===== src/rtl/errhdr_pkg.sv =====
// Shared widths, request record, sequencer phases and the header word picker.
// Assumes the header is a whole number of 32-bit words, sent most significant first.
package errhdr_pkg;
    localparam int KIND_W    = 6;
    localparam int FUNC_W    = 3;
    localparam int WORD_W    = 32;
    localparam int HDR_WORDS = 4;
    localparam int HDR_W     = WORD_W * HDR_WORDS;
    localparam int IDX_W     = $clog2(HDR_WORDS);

    typedef struct packed {
        logic              log_hdr;
        logic [FUNC_W-1:0] func;
        logic [KIND_W-1:0] kind;
        logic [HDR_W-1:0]  hdr;
    } err_req_t;

    typedef enum logic [1:0] {
        PH_IDLE  = 2'd0,
        PH_WRITE = 2'd1,
        PH_WAIT  = 2'd2,
        PH_FIRE  = 2'd3
    } seq_ph_e;

    // Word idx of the header, where word 0 is the most significant one.
    function automatic logic [WORD_W-1:0] hdr_word(input logic [HDR_W-1:0] hdr,
                                                   input logic [IDX_W-1:0] idx);
        return hdr[HDR_W - 1 - int'(idx) * WORD_W -: WORD_W];
    endfunction
endpackage


===== src/rtl/errhdr_slot.sv =====
// Single-entry holding slot for error requests.
// Assumes pop is asserted only while the slot is full. Data is not reset; only the flag is.
module errhdr_slot
    import errhdr_pkg::*;
(
    input  logic     clk,
    input  logic     rst_n,
    input  logic     push_valid,
    input  err_req_t push_req,
    output logic     push_ready,
    input  logic     pop,
    output logic     full,
    output err_req_t held_req
);
    logic     full_q;
    err_req_t req_q;

    assign push_ready = !full_q;
    assign full       = full_q;
    assign held_req   = req_q;

    // Occupancy flag: set on an accepted push, cleared on pop.
    always_ff @(posedge clk) begin
        if (!rst_n)                       full_q <= 1'b0;
        else if (push_valid && !full_q)   full_q <= 1'b1;
        else if (pop)                     full_q <= 1'b0;
    end

    // Request storage: captured only when a push is taken.
    always_ff @(posedge clk) begin
        if (push_valid && !full_q) req_q <= push_req;
    end


    slot_pop_full_chk: assert property (@(posedge clk) disable iff (!rst_n)
        pop |-> full_q);

    slot_keep_chk: assert property (@(posedge clk) disable iff (!rst_n)
        (full_q && !pop) |=> full_q);
endmodule


===== src/rtl/errhdr_gap.sv =====
// Holdoff counter that spaces error pulses at least GAP cycles apart.
// Assumes GAP >= 2. The counter is loaded in the pulse cycle, and the window opens in
// time for a request loaded in its last cycle to pulse exactly GAP cycles later.
module errhdr_gap #(
    parameter int GAP = 8
) (
    input  logic clk,
    input  logic rst_n,
    input  logic fire,
    output logic open
);
    localparam int CNT_W = (GAP > 2) ? $clog2(GAP) : 1;
    localparam logic [CNT_W-1:0] RELOAD = CNT_W'(GAP - 2);

    logic [CNT_W-1:0] cnt_q;

    assign open = (cnt_q == '0);

    // Countdown: reload on a pulse, count down to zero otherwise.
    always_ff @(posedge clk) begin
        if (!rst_n)              cnt_q <= '0;
        else if (fire)           cnt_q <= RELOAD;
        else if (cnt_q != '0)    cnt_q <= cnt_q - 1'b1;
    end


    gap_fire_open_chk: assert property (@(posedge clk) disable iff (!rst_n)
        fire |-> $past(open));
endmodule


===== src/rtl/errhdr_fsm.sv =====
// Sequencer: takes a request from the slot, writes its header word by word through the
// management port if logging is asked for, then drives a one-cycle error pulse.
// Assumes mgmt_ack is only meaningful in the cycles after a strobe (WAIT phase).
module errhdr_fsm
    import errhdr_pkg::*;
#(
    parameter int              ADDR_W   = 12,
    parameter logic [ADDR_W-1:0] HDR_BASE = 12'h81C
) (
    input  logic              clk,
    input  logic              rst_n,
    input  logic              have_req,
    input  logic              gap_open,
    input  err_req_t          req,
    input  logic              mgmt_ack,
    output logic              pop,
    output logic              mgmt_wr,
    output logic [ADDR_W-1:0] mgmt_addr,
    output logic [WORD_W-1:0] mgmt_data,
    output logic [KIND_W:0]   err_vec,
    output logic [FUNC_W-1:0] err_func,
    output logic              fire
);
    localparam logic [IDX_W-1:0] LAST_IDX = IDX_W'(HDR_WORDS - 1);

    seq_ph_e          ph_q;
    logic [IDX_W-1:0] idx_q;
    err_req_t         cur_q;

    assign pop = (ph_q == PH_IDLE) && have_req && gap_open;

    // Phase and word index progression.
    always_ff @(posedge clk) begin
        if (!rst_n) begin
            ph_q  <= PH_IDLE;
            idx_q <= '0;
        end else begin
            unique case (ph_q)
                PH_IDLE: if (pop) begin
                    ph_q  <= req.log_hdr ? PH_WRITE : PH_FIRE;
                    idx_q <= '0;
                end
                PH_WRITE: ph_q <= PH_WAIT;
                PH_WAIT: if (mgmt_ack) begin
                    if (idx_q == LAST_IDX) ph_q <= PH_FIRE;
                    else begin
                        idx_q <= idx_q + 1'b1;
                        ph_q  <= PH_WRITE;
                    end
                end
                PH_FIRE: ph_q <= PH_IDLE;
                default: ph_q <= PH_IDLE;
            endcase
        end
    end

    // Current request capture on pop.
    always_ff @(posedge clk) begin
        if (pop) cur_q <= req;
    end

    // Management write outputs: strobe in WRITE, address and data follow the index.
    always_comb begin
        mgmt_wr   = (ph_q == PH_WRITE);
        mgmt_addr = HDR_BASE + {{(ADDR_W-IDX_W-2){1'b0}}, idx_q, 2'b00};
        mgmt_data = hdr_word(cur_q.hdr, idx_q);
    end

    // Error pulse outputs: driven only in FIRE, zero otherwise.
    always_comb begin
        fire     = (ph_q == PH_FIRE);
        err_vec  = '0;
        err_func = '0;
        if (fire) begin
            err_vec  = {cur_q.log_hdr, cur_q.kind};
            err_func = cur_q.func;
        end
    end

    // Acknowledge tally since the last pop, kept for the ordering check.
    logic [IDX_W:0] ack_seen_q;
    always_ff @(posedge clk) begin
        if (!rst_n)                           ack_seen_q <= '0;
        else if (pop)                         ack_seen_q <= '0;
        else if (ph_q == PH_WAIT && mgmt_ack) ack_seen_q <= ack_seen_q + 1'b1;
    end


    wr_single_chk: assert property (@(posedge clk) disable iff (!rst_n)
        mgmt_wr |=> !mgmt_wr);

    log_after_writes_chk: assert property (@(posedge clk) disable iff (!rst_n)
        err_vec[KIND_W] |-> (ack_seen_q == (IDX_W+1)'(HDR_WORDS)));

    wait_hold_chk: assert property (@(posedge clk) disable iff (!rst_n)
        (ph_q == PH_WAIT && !mgmt_ack) |=> (!mgmt_wr && $stable(mgmt_addr)));

    pulse_single_chk: assert property (@(posedge clk) disable iff (!rst_n)
        fire |=> (err_vec == '0 && err_func == '0));

    nolog_no_write_chk: assert property (@(posedge clk) disable iff (!rst_n)
        (pop && !req.log_hdr) |=> (fire && !mgmt_wr));
endmodule


===== src/rtl/errhdr_seq.sv =====
// Top: error report header sequencer. Holds one request, writes the header through the
// management port when logging is asked for, then pulses the error vector with spacing.
// Assumes a single clock domain; crossing into the core's domain happens elsewhere.
module errhdr_seq
    import errhdr_pkg::*;
#(
    parameter int                GAP      = 8,
    parameter int                ADDR_W   = 12,
    parameter logic [ADDR_W-1:0] HDR_BASE = 12'h81C
) (
    input  logic              clk,
    input  logic              rst_n,
    input  logic              req_valid,
    output logic              req_ready,
    input  logic [KIND_W-1:0] req_kind,
    input  logic              req_log,
    input  logic [FUNC_W-1:0] req_func,
    input  logic [HDR_W-1:0]  req_hdr,
    output logic              mgmt_wr,
    output logic [ADDR_W-1:0] mgmt_addr,
    output logic [WORD_W-1:0] mgmt_data,
    input  logic              mgmt_ack,
    output logic [KIND_W:0]   err_vec,
    output logic [FUNC_W-1:0] err_func
);
    localparam int SINCE_W = $clog2(GAP + 1);

    err_req_t in_req, held_req;
    logic     slot_full, pop, gap_open, fire;

    assign in_req = '{log_hdr: req_log, func: req_func, kind: req_kind, hdr: req_hdr};

    errhdr_slot u_slot (
        .clk        (clk),
        .rst_n      (rst_n),
        .push_valid (req_valid),
        .push_req   (in_req),
        .push_ready (req_ready),
        .pop        (pop),
        .full       (slot_full),
        .held_req   (held_req)
    );

    errhdr_gap #(.GAP(GAP)) u_gap (
        .clk   (clk),
        .rst_n (rst_n),
        .fire  (fire),
        .open  (gap_open)
    );

    errhdr_fsm #(.ADDR_W(ADDR_W), .HDR_BASE(HDR_BASE)) u_fsm (
        .clk       (clk),
        .rst_n     (rst_n),
        .have_req  (slot_full),
        .gap_open  (gap_open),
        .req       (held_req),
        .mgmt_ack  (mgmt_ack),
        .pop       (pop),
        .mgmt_wr   (mgmt_wr),
        .mgmt_addr (mgmt_addr),
        .mgmt_data (mgmt_data),
        .err_vec   (err_vec),
        .err_func  (err_func),
        .fire      (fire)
    );

    // Independent spacing monitor: cycles since the last pulse, saturating at GAP.
    logic [SINCE_W-1:0] since_q;
    always_ff @(posedge clk) begin
        if (!rst_n)                           since_q <= SINCE_W'(GAP);
        else if (err_vec != '0)               since_q <= SINCE_W'(1);
        else if (since_q < SINCE_W'(GAP))     since_q <= since_q + 1'b1;
    end


    err_gap_chk: assert property (@(posedge clk) disable iff (!rst_n)
        (err_vec != '0) |-> (since_q >= SINCE_W'(GAP)));

    ready_after_take_chk: assert property (@(posedge clk) disable iff (!rst_n)
        (req_valid && req_ready && !pop) |=> !req_ready);
endmodule


===== config.mk =====
export PLATFORM = sky130hd
export DESIGN_NAME = errhdr_seq
export DESIGN_NICKNAME = d
export VERILOG_FILES = /design/src/rtl/errhdr_pkg.sv /design/src/rtl/errhdr_slot.sv /design/src/rtl/errhdr_gap.sv /design/src/rtl/errhdr_fsm.sv /design/src/rtl/errhdr_seq.sv
export SDC_FILE = /design/constraint.sdc
export NUM_CORES = 1
export LEC_CHECK = 0
export BUFFER_PORTS_ARGS = -buffer_cell sky130_fd_sc_hd__buf_2
export CAP_MARGIN = 25
export CORE_ASPECT_RATIO = 1.4
export CORE_MARGIN = 10
export CORE_UTILIZATION = 58
export DETAILED_ROUTE_END_ITERATION = 16
export PLACE_DENSITY_LB_ADDON = 0.1
export REMOVE_ABC_BUFFERS = 1
export SLEW_MARGIN = 10
export SYNTH_ARGS = -nofsm -noshare
export SYNTH_HDL_FRONTEND = slang
export SYNTH_HIERARCHICAL = 1
export SYNTH_SLANG_ARGS = --single-unit

===== constraint.sdc =====
create_clock -name clk -period 25 [get_ports clk]
set_clock_uncertainty 0.1 [all_clocks]
set_input_delay 3.75 -clock clk [delete_from_list [all_inputs] [get_ports clk]]
set_output_delay 3.75 -clock clk [all_outputs]
set_load 0.005 [all_outputs]

# After elaboration in Yosys (flattened, before gate mapping)
# Index checks and enable logic that the tools add are counted.
[classes]
addsub = 4
n_eq_ne = 7
n_shift = 1
n_mux = 15
bitwise = 1
reduce_logical = 13
[op_table]
columns = ["op", "n"]
rows = [
  ["$shiftx 159x32->32", 1],
  ["$mux 2", 7],
  ["$add 12x4->12 const A", 1],
  ["$mux 3", 3],
  ["$pmux 2 s4", 1],
  ["$sub 7x7->8 const A", 1],
  ["$mux 7", 1],
  ["$eq 2x2->1 const B", 3],
  ["$ne 2x2->1 const B", 3],
  ["$reduce_bool 2->1", 3],
  ["$pmux 2 s2", 1],
  ["$reduce_and 4->1", 1],
  ["$logic_and 1x1->1", 3],
  ["$logic_not 3->1", 1],
  ["$reduce_bool 3->1", 1],
  ["$sub 3x1->3 const B", 1],
  ["$add 2x1->2 const B", 1],
  ["$eq 2x1->1 const B", 1],
  ["$logic_not 2->1", 1],
  ["$mux 1", 2],
  ["$reduce_and 2->1", 1],
  ["$reduce_or 2->1", 1],
  ["$logic_not 1->1", 1],
  ["$not 1->1", 1],
]
[totals]
reg_bits = 284
output_inout_bits = 56

# Logic depth before layout (Yosys ltp)
# Gate-level depths: netlist of the first run.
[logic_depth]
depth_word = 5
ltp_mapped = 6
depth_no_buf = 6

# Cells and area by module
# The synthesis of the first run kept the hierarchy.
[by_module_without_submodules]
columns = ["mod", "n_inst", "cells_per_inst", "area_each_um2", "seq_area_each_um2"]
rows = [
  ["errhdr_fsm", 1, 230, 5341.4, 4224.1],
  ["errhdr_slot", 1, 143, 4187.8, 4164.0],
  ["errhdr_gap", 1, 15, 160.2, 60.1],
]

# Worst setup path after synthesis of the first run
# OpenSTA, ideal clock, no wires.
[synth_timing]
path_kind = "reg-to-reg"
from = "register u_gap.cnt_q[0]"
to = "register u_fsm/cur_q[0] in the netlist's numbering, enable pin"
t_arrival_ns = 10.198
required_ns = 24.093
setup_slack_ns = 13.895
stages_incl_launch_ff = 5
n_path_buf = 0
period_less_slack_ns = 11.105
cell_sequence = "dfxtp_1 > nor2_1 > ha_1 > nand2_1 > nor3_1"
[synth_via]
elab_chain_cells = 2
[synth_lines]
columns = ["item", "line", "text"]
rows = [
  ["start, declared", "errhdr_gap.sv:15", "logic [CNT_W-1:0] cnt_q;"],
  ["start signal, assigned", "errhdr_gap.sv:23", "else if (cnt_q != '0) cnt_q <= cnt_q - 1'b1;"],
  ["$logic_not 3->1", "errhdr_gap.sv:17", "assign open = (cnt_q == '0);"],
  ["named net gap_open", "errhdr_seq.sv:29", "logic slot_full, pop, gap_open, fire;"],
  ["$logic_and 1x1->1", "errhdr_fsm.sv:30", "assign pop = (ph_q == PH_IDLE) && have_req && gap_open;"],
  ["named net pop", "errhdr_seq.sv:29", ""],
  ["end signal, assigned", "errhdr_fsm.sv:59", "if (pop) cur_q <= req;"],
  ["end, declared", "errhdr_fsm.sv:28", "err_req_t cur_q;"],
]
# The timed path passes the listed nets, and every way through them passes these cells.
# A chain may end at the register's enable or synchronous reset.

# Worst setup path after layout of the first run
[layout_timing]
from = "register u_fsm.idx_q[0]"
to = "output port mgmt_data[31]"
[layout_via]
elab_chain_cells = 2
[layout_lines]
columns = ["item", "line", "text"]
rows = [
  ["start, declared", "errhdr_fsm.sv:27", "logic [IDX_W-1:0] idx_q;"],
  ["start signal, assigned", "errhdr_fsm.sv:47", "idx_q <= idx_q + 1'b1;"],
  ["$sub 7x7->8", "errhdr_pkg.sv:28", "return hdr[HDR_W - 1 - int'(idx) * WORD_W -: WORD_W];"],
  ["$shiftx 159x32->32", "errhdr_pkg.sv:28", ""],
  ["end, declared", "errhdr_seq.sv:21", "output logic [WORD_W-1:0] mgmt_data,"],
]
# Every way passes these cells.

==> impl_metrics.csv, run 1 <==
group,metric,value,unit
outcome,status,"finished clean",
sta,worst_slack_setup_final,18.58,ns
drt,remaining_drc_errors,0,
critical_path,worstReg2RegStart,"u_slot/full",
critical_path,launching_instance_or_port_of_the_critical_path,"u_fsm/idx_q[0]",
place,gp_congestion,0.715,
critical_path,critical_path.startpoint_type,"register",
pwr,power.internal,0.000839,W
drt,detailroute.via_count,4288,
drt,avgViaCountPerCell,5.25,
sta,timing.final.crit_period,6.42,ns
synthesis,number_of_distinct_standard_cells_referenced_by_the_synthesized_netlist,31,
floorplanning,rows,55,
pwr,switching_share_of_total_power,20.7,%
drt,drt-total-wl,16.5,mm
clock_tree,cts_htree_levels,1,
global_route,initial_antenna_violation_count,2,
place,pre_cts_ws,18.99,ns
global_route,groute.usage.overall,14.6,%
global_route,via_count_of_the_first_global_routing_pass,4770,
clock_tree,clock_latency,0.50,ns
critical_path,worstPathArrival,2.57,ns
critical_path,end_kind,"primary output",
pwr,power.density,91.2,nW/um2
clock_tree,ctsLongestPathBuffers,3,
critical_path,reg2reg_slack,22.45,ns
critical_path,worst-setup-path-type,"reg2out",
sta,number_of_max_slew_violations_in_the_final_report,0,
critical_path,critical-path-max-stage-delay,0.79,ns
critical_path,timing.critical_path.cells,"buf_4, mux4_1, buf_2",
floorplanning,initial_core_util,59.4,%
synthesis,syn_area_per_cell,25.0,um2
clock_tree,cts-resized-gates,0,
floorplanning,die-width,129,um
critical_path,critical_path_required,21.15,ns
synthesis,synth.cell_area,9690,um2
clock_tree,clock-root-buffer,"clkbuf_16",
sta,worstMarginPinSlew,0.994,ns
layout,layout.cells.most_common_list,"edfxtp_1 (276), buf_2 (189), mux4_2 (28)",
synthesis,synth-async-reset-ratio,0,%
clock_tree,clock_sinks,284,
critical_path,critical_path_depth,3,
critical_path,cp_slowest_cell,"dfxtp_2",
pwr,clock_power_share,33.3,%
layout,nFillCells,1028,
worst_hold_path,holdCritPathClass,"reg2reg",
sta,unrepaired_setup_endpoints_after_global_routing,"no",
sta,max_slew_margin,33.8,%
floorplanning,floorplan.die.height,173,um
floorplanning,ioPinCount,198,
layout,area_delta_synth_final,19.8,%
critical_path,top_delay_family_on_crit_path,"flip-flops",
synthesis,netlist_instances,388,
pwr,power.static_leakage,4.24,nW
synthesis,synth_edf_count,276,
sta,clock.fmax,156,MHz
drt,initialDrtViolationCount,332,
drt,route.antenna.remaining_nets,0,
pwr,power.combinational.fraction,8.7,%
critical_path,crit_path_max_fanout,19,
layout,post_route_cells_drive_above_1_share,42.2,%
place,place_hpwl,11.2,mm
critical_path,cp-endpoint,"mgmt_data[31]",
floorplanning,floorplan.core_area,16300,um2
drt,wire_per_inst,20.3,um
sta,hold_viol_final,0,
sta,timing.setup.tns,0,ns
drt,first_pass_iters,4,
pwr,vdd_ir_drop_max,0.0000667,V
layout,final_net_count,744,
global_route,global_route_wire_length_before_repair,25.1,mm
synthesis,synth_top_flop_cell,"edfxtp_1",
global_route,grt_remaining_overflow,0,
synthesis,synth.yosys.seq_area_share,87.2,%
layout,combined_area_of_the_multi_input_logic_cells,1090,um2
synthesis,number_of_synthesized_register_bits,284,
critical_path,r2r_end,"u_slot/held_req[15]",
pwr,pwr-share-seq,58.0,%
clock_tree,post_cts_hold_buffer_count,0,
place,numPortBuffers,189,
layout,number_of_non_filler_instances_in_the_completed_layout,817,
clock_tree,postCtsSetupBuffers,0,
clock_tree,tritoncts,"built",
pwr,power.net_switching,0.000219,W
clock_tree,cts_inserted_buffers,25,
place,number_of_placed_cells_counting_well_taps,768,
sta,final.period_utilization,25.7,%
layout,area.sequential,8450,um2
sta,report.final.setup_viol,0,
worst_hold_path,holdCritStartpoint,"u_slot/held_req[37]",
layout,layout.core_utilization,71.2,%
flow_run,max-cap-violations,0,
synthesis,ys.warnings.count,6,
critical_path,worst-path-buf-inv,2,
floorplanning,die_area,22300,um2
global_route,grt_max_degree,86,
clock_tree,path_clk_slew,0.06,ns
critical_path,reg2reg_depth,3,
layout,leading_cell_type_in_the_layout_fill_and_taps_excluded,"edfxtp_1",
[cell families after synthesis]
group	count (synthesis)	share of synthesized area (%)
xor+xnor	1	0.0904
buf+inv	26	1.94
fa+ha+maj	4	0.517
simple gates	28	1.68
flops	284	87.2
other cells	2	0.0775
compound gates	10	0.762
mux	33	7.75
[cell type report]
class / instances / area share (%)
sequential: 284 / 72.8
clock buffer: 29 / 5.52
antenna: 2 / 0.0431
tap: 199 / 2.14
clock inverter: 16 / 1.03
inverter: 7 / 0.226
multi-input combinational: 84 / 9.37
timing repair buffer: 196 / 8.88
[power by group through the flow]
stage / clock network (W) / registers (W) / logic, W
floorplan: 0 / 0.000635 / 0.0000493
global placement: 0 / 0.000621 / 0.0000883
detailed placement: 0 / 0.000626 / 0.0000905
CTS: 0.000363 / 0.000616 / 0.0000914
global route: 0.000383 / 0.000620 / 0.000101
finish: 0.000353 / 0.000614 / 0.0000917
[synthesized netlist by cell type, types with 3 or more instances]
library cell | instances | share of area [%]
edfxtp_1 | 276 | 86
mux4_2 | 28 | 6.5
and3_1 | 10 | 0.65
buf_4 | 8 | 0.62
dfxtp_1 | 8 | 1.7
inv_1 | 7 | 0.27
nand2_1 | 7 | 0.27
clkbuf_1 | 4 | 0.15
ha_1 | 4 | 0.52
mux4_1 | 4 | 1.1
buf_12 | 3 | 0.62
buf_2 | 3 | 0.15
nor2b_1 | 3 | 0.19
[metal layers]
metal / global-route usage (%) / vias up / wire [um]
li1: - / 1992 / -
met1: 16.7 / 2125 / 5960
met2: 25.6 / 146 / 8980
met3: 3.92 / 25 / 1280
met4: 4.85 / 0 / 329
met5: 0 / - / 0
[registers in the layout, summed over array words and instances (netlist names)]
| name | flops |
|---|---|
| u_fsm/ph_q | 2 |
| u_slot/full | 1 |
| u_slot/held_req | 138 |
| u_fsm/cur_q | 138 |
| u_gap/cnt_q | 3 |
| u_fsm/idx_q | 2 |
[worst min path at each step]
stage                  endpoint  depth (start not counted)
2_1_floorplan    u_fsm/cur_q[0]                          0
3_3_place_gp    u_fsm/cur_q[24]                          0
3_5_place_dp   u_fsm/cur_q[102]                          0
4_1_cts        u_fsm/cur_q[108]                          0
5_1_grt         u_fsm/cur_q[52]                          0
6_report        u_fsm/cur_q[37]                          0
[through the flow]
stage / power [W] / hold slack [ns] / cell area, um2
finish: 0.00106 / 0.314 / 11600
global route: 0.00110 / 0.322 / 11600
CTS: 0.00107 / 0.317 / 11600
detailed placement: 0.000716 / 0.305 / 10800
global placement: 0.000709 / 0.301 / 10800
floorplan: 0.000684 / 0.300 / 9550
(Power assumes the default switching activity.)
==> run 2: changes to the inputs <==
CORE_UTILIZATION = 49   (was 58)
clock period = 5.7 ns   (was 25 ns; I/O delays follow)
==> impl_metrics.csv, run 2 (synthesis results as in run 1) <==
group,metric,value,unit
critical_path,worstReg2RegStart,"u_gap/cnt_q[0]",
sta,report.final.setup_viol,0,
worst_hold_path,cells_on_worst_hold_path,0,
worst_hold_path,holdCritPathClass,"reg2reg",
sta,clock.fmax,297,MHz
clock_tree,ctsLongestPathBuffers,3,
layout,post_route_cells_drive_above_1_share,42.6,%
pwr,power.density,405,nW/um2
global_route,groute.usage.overall,13.0,%
critical_path,critical-path-max-stage-delay,0.63,ns
critical_path,critical_path_required,4.74,ns
layout,area_delta_synth_final,21.0,%
outcome,status,"finished clean",
drt,drt-total-wl,17.2,mm
layout,layout.cells.most_common_list,"edfxtp_1 (276), buf_2 (189), mux4_2 (28)",
clock_tree,cts_inserted_buffers,27,
floorplanning,floorplan.die.height,186,um
critical_path,r2r_end,"u_fsm/cur_q[33]",
worst_hold_path,holdCritStartpoint,"u_slot/held_req[61]",
drt,remaining_drc_errors,0,
floorplanning,initial_core_util,50.0,%
place,gp_congestion,0.731,
sta,worst_slack_setup_final,2.34,ns
sta,final.period_utilization,59.0,%
clock_tree,clock_latency,0.52,ns
worst_hold_path,hold-path-endpoint,"u_fsm/cur_q[61]",
place,numPortBuffers,189,
drt,first_pass_iters,4,
critical_path,cp_slowest_cell,"dfxtp_2",
critical_path,critical_path.startpoint_type,"register",
sta,worstMarginPinSlew,0.950,ns
sta,timing.final.crit_period,3.37,ns
critical_path,crit_path_max_fanout,22,
place,place_hpwl,11.4,mm
floorplanning,floorplan.core_area,19400,um2
layout,leading_cell_type_in_the_layout_fill_and_taps_excluded,"edfxtp_1",
layout,layout.core_utilization,60.5,%
clock_tree,cts-resized-gates,0,
drt,wire_per_inst,19.8,um
floorplanning,die-width,139,um
sta,number_of_max_slew_violations_in_the_final_report,0,
sta,unrepaired_setup_endpoints_after_global_routing,"no",
global_route,grt_max_degree,139,
clock_tree,clock_sinks,284,
critical_path,end_kind,"primary output",
critical_path,reg2reg_slack,3.29,ns
drt,detailroute.via_count,4276,
clock_tree,postCtsSetupBuffers,0,
critical_path,worstPathArrival,2.41,ns
global_route,grt_remaining_overflow,0,
global_route,initial_antenna_violation_count,3,
critical_path,reg2reg_depth,5,
clock_tree,cts_htree_levels,1,
clock_tree,post_cts_hold_buffer_count,0,
drt,initialDrtViolationCount,233,
floorplanning,rows,60,
clock_tree,tritoncts,"built",
place,number_of_placed_cells_counting_well_taps,816,
global_route,via_count_of_the_first_global_routing_pass,4846,
sta,hold_viol_final,0,
layout,number_of_non_filler_instances_in_the_completed_layout,867,
pwr,vdd_ir_drop_max,0.000264,V
critical_path,worst-setup-path-type,"reg2out",
flow_run,max-cap-violations,0,
critical_path,timing.critical_path.cells,"buf_4, mux4_2, buf_2",
sta,max_slew_margin,36.7,%
pwr,p_total,0.00475,W
pwr,power.static_leakage,4.27,nW
drt,avgViaCountPerCell,4.93,
clock_tree,clock-root-buffer,"clkbuf_16",
drt,route.antenna.remaining_nets,0,
layout,final_net_count,744,
place,pre_cts_ws,2.78,ns
clock_tree,path_clk_slew,0.06,ns
floorplanning,die_area,25900,um2
global_route,global_route_wire_length_before_repair,26.7,mm
floorplanning,ioPinCount,198,
run 2: cell types whose count changed in the layout (fill, tap and decap cells not counted):
| cell | before | now |
|---|---|---|
| clkinvlp_4 | 1 | 0 |
| clkbuf_1 | 4 | 7 |
| clkinv_2 | 3 | 5 |
| diode_2 | 2 | 1 |
| clkbuf_16 | 25 | 27 |
| inv_8 | 0 | 1 |
| inv_6 | 0 | 1 |
| clkinv_1 | 10 | 6 |
| buf_4 | 5 | 3 |
run 2: final cells by class:
| cell class | count | area [um2] |
|---|---|---|
| sequential | 284 | 8450 |
| fill | 1457 | 7640 |
| multi-input combinational | 84 | 1090 |
| timing repair buffer | 194 | 1020 |
| clock buffer | 34 | 702 |
| tap | 248 | 310 |
| clock inverter | 15 | 128 |
| inverter | 7 | 26.3 |
| antenna | 1 | 2.50 |
run 2: worst max path at each step:
stage / depth (start not counted) / startpoint / slack (ns) / end
after detailed placement: 3 / u_fsm/idx_q[0] / 2.78 / mgmt_data[16]
after floorplan: 4 / u_gap/cnt_q[0] / -5.40 / u_fsm/cur_q[0]
final: 3 / u_fsm/idx_q[0] / 2.34 / mgmt_data[16]
after global routing: 3 / u_fsm/idx_q[0] / 2.11 / mgmt_data[14]
after global placement: 3 / u_fsm/idx_q[0] / 2.77 / mgmt_data[24]
after CTS: 3 / u_fsm/idx_q[0] / 2.18 / mgmt_data[14]
run 2: per-stage QoR:
| step | TNS (ns) | hold WS, ns | area [um2] |
|---|---|---|---|
| 6_report | 0 | 0.309 | 11700 |
| 5_1_grt | 0 | 0.310 | 11700 |
| 4_1_cts | 0 | 0.309 | 11700 |
| 3_5_place_dp | 0 | 0.305 | 10900 |
| 3_3_place_gp | 0 | 0.301 | 10900 |
| 2_1_floorplan | -1011.09 | 0.300 | 9550 |
run 2: power breakdown:
| part | internal [W] | leakage, nW | switching (W) | total (W) |
|---|---|---|---|---|
| logic | 0.000174 | 1.20 | 0.000219 | 0.000393 |
| clock network | 0.000963 | 0.409 | 0.000703 | 0.00167 |
| registers | 0.00261 | 2.67 | 0.0000803 | 0.00269 |
run 2: metal layers:
layer	GRT usage, %	share of wire (%)	up-vias
met5	0	0.17	-
met4	4.26	1.8	4
met3	4.06	7.7	32
met2	22.4	53	162
met1	15.1	37	2085
li1	-	-	1993
run 2: critical path: cells and delay by family, from the launching register on:
family,cells,cell delay (ns)
buf+inv,2,0.67
flops,1,0.63
mux,1,0.56
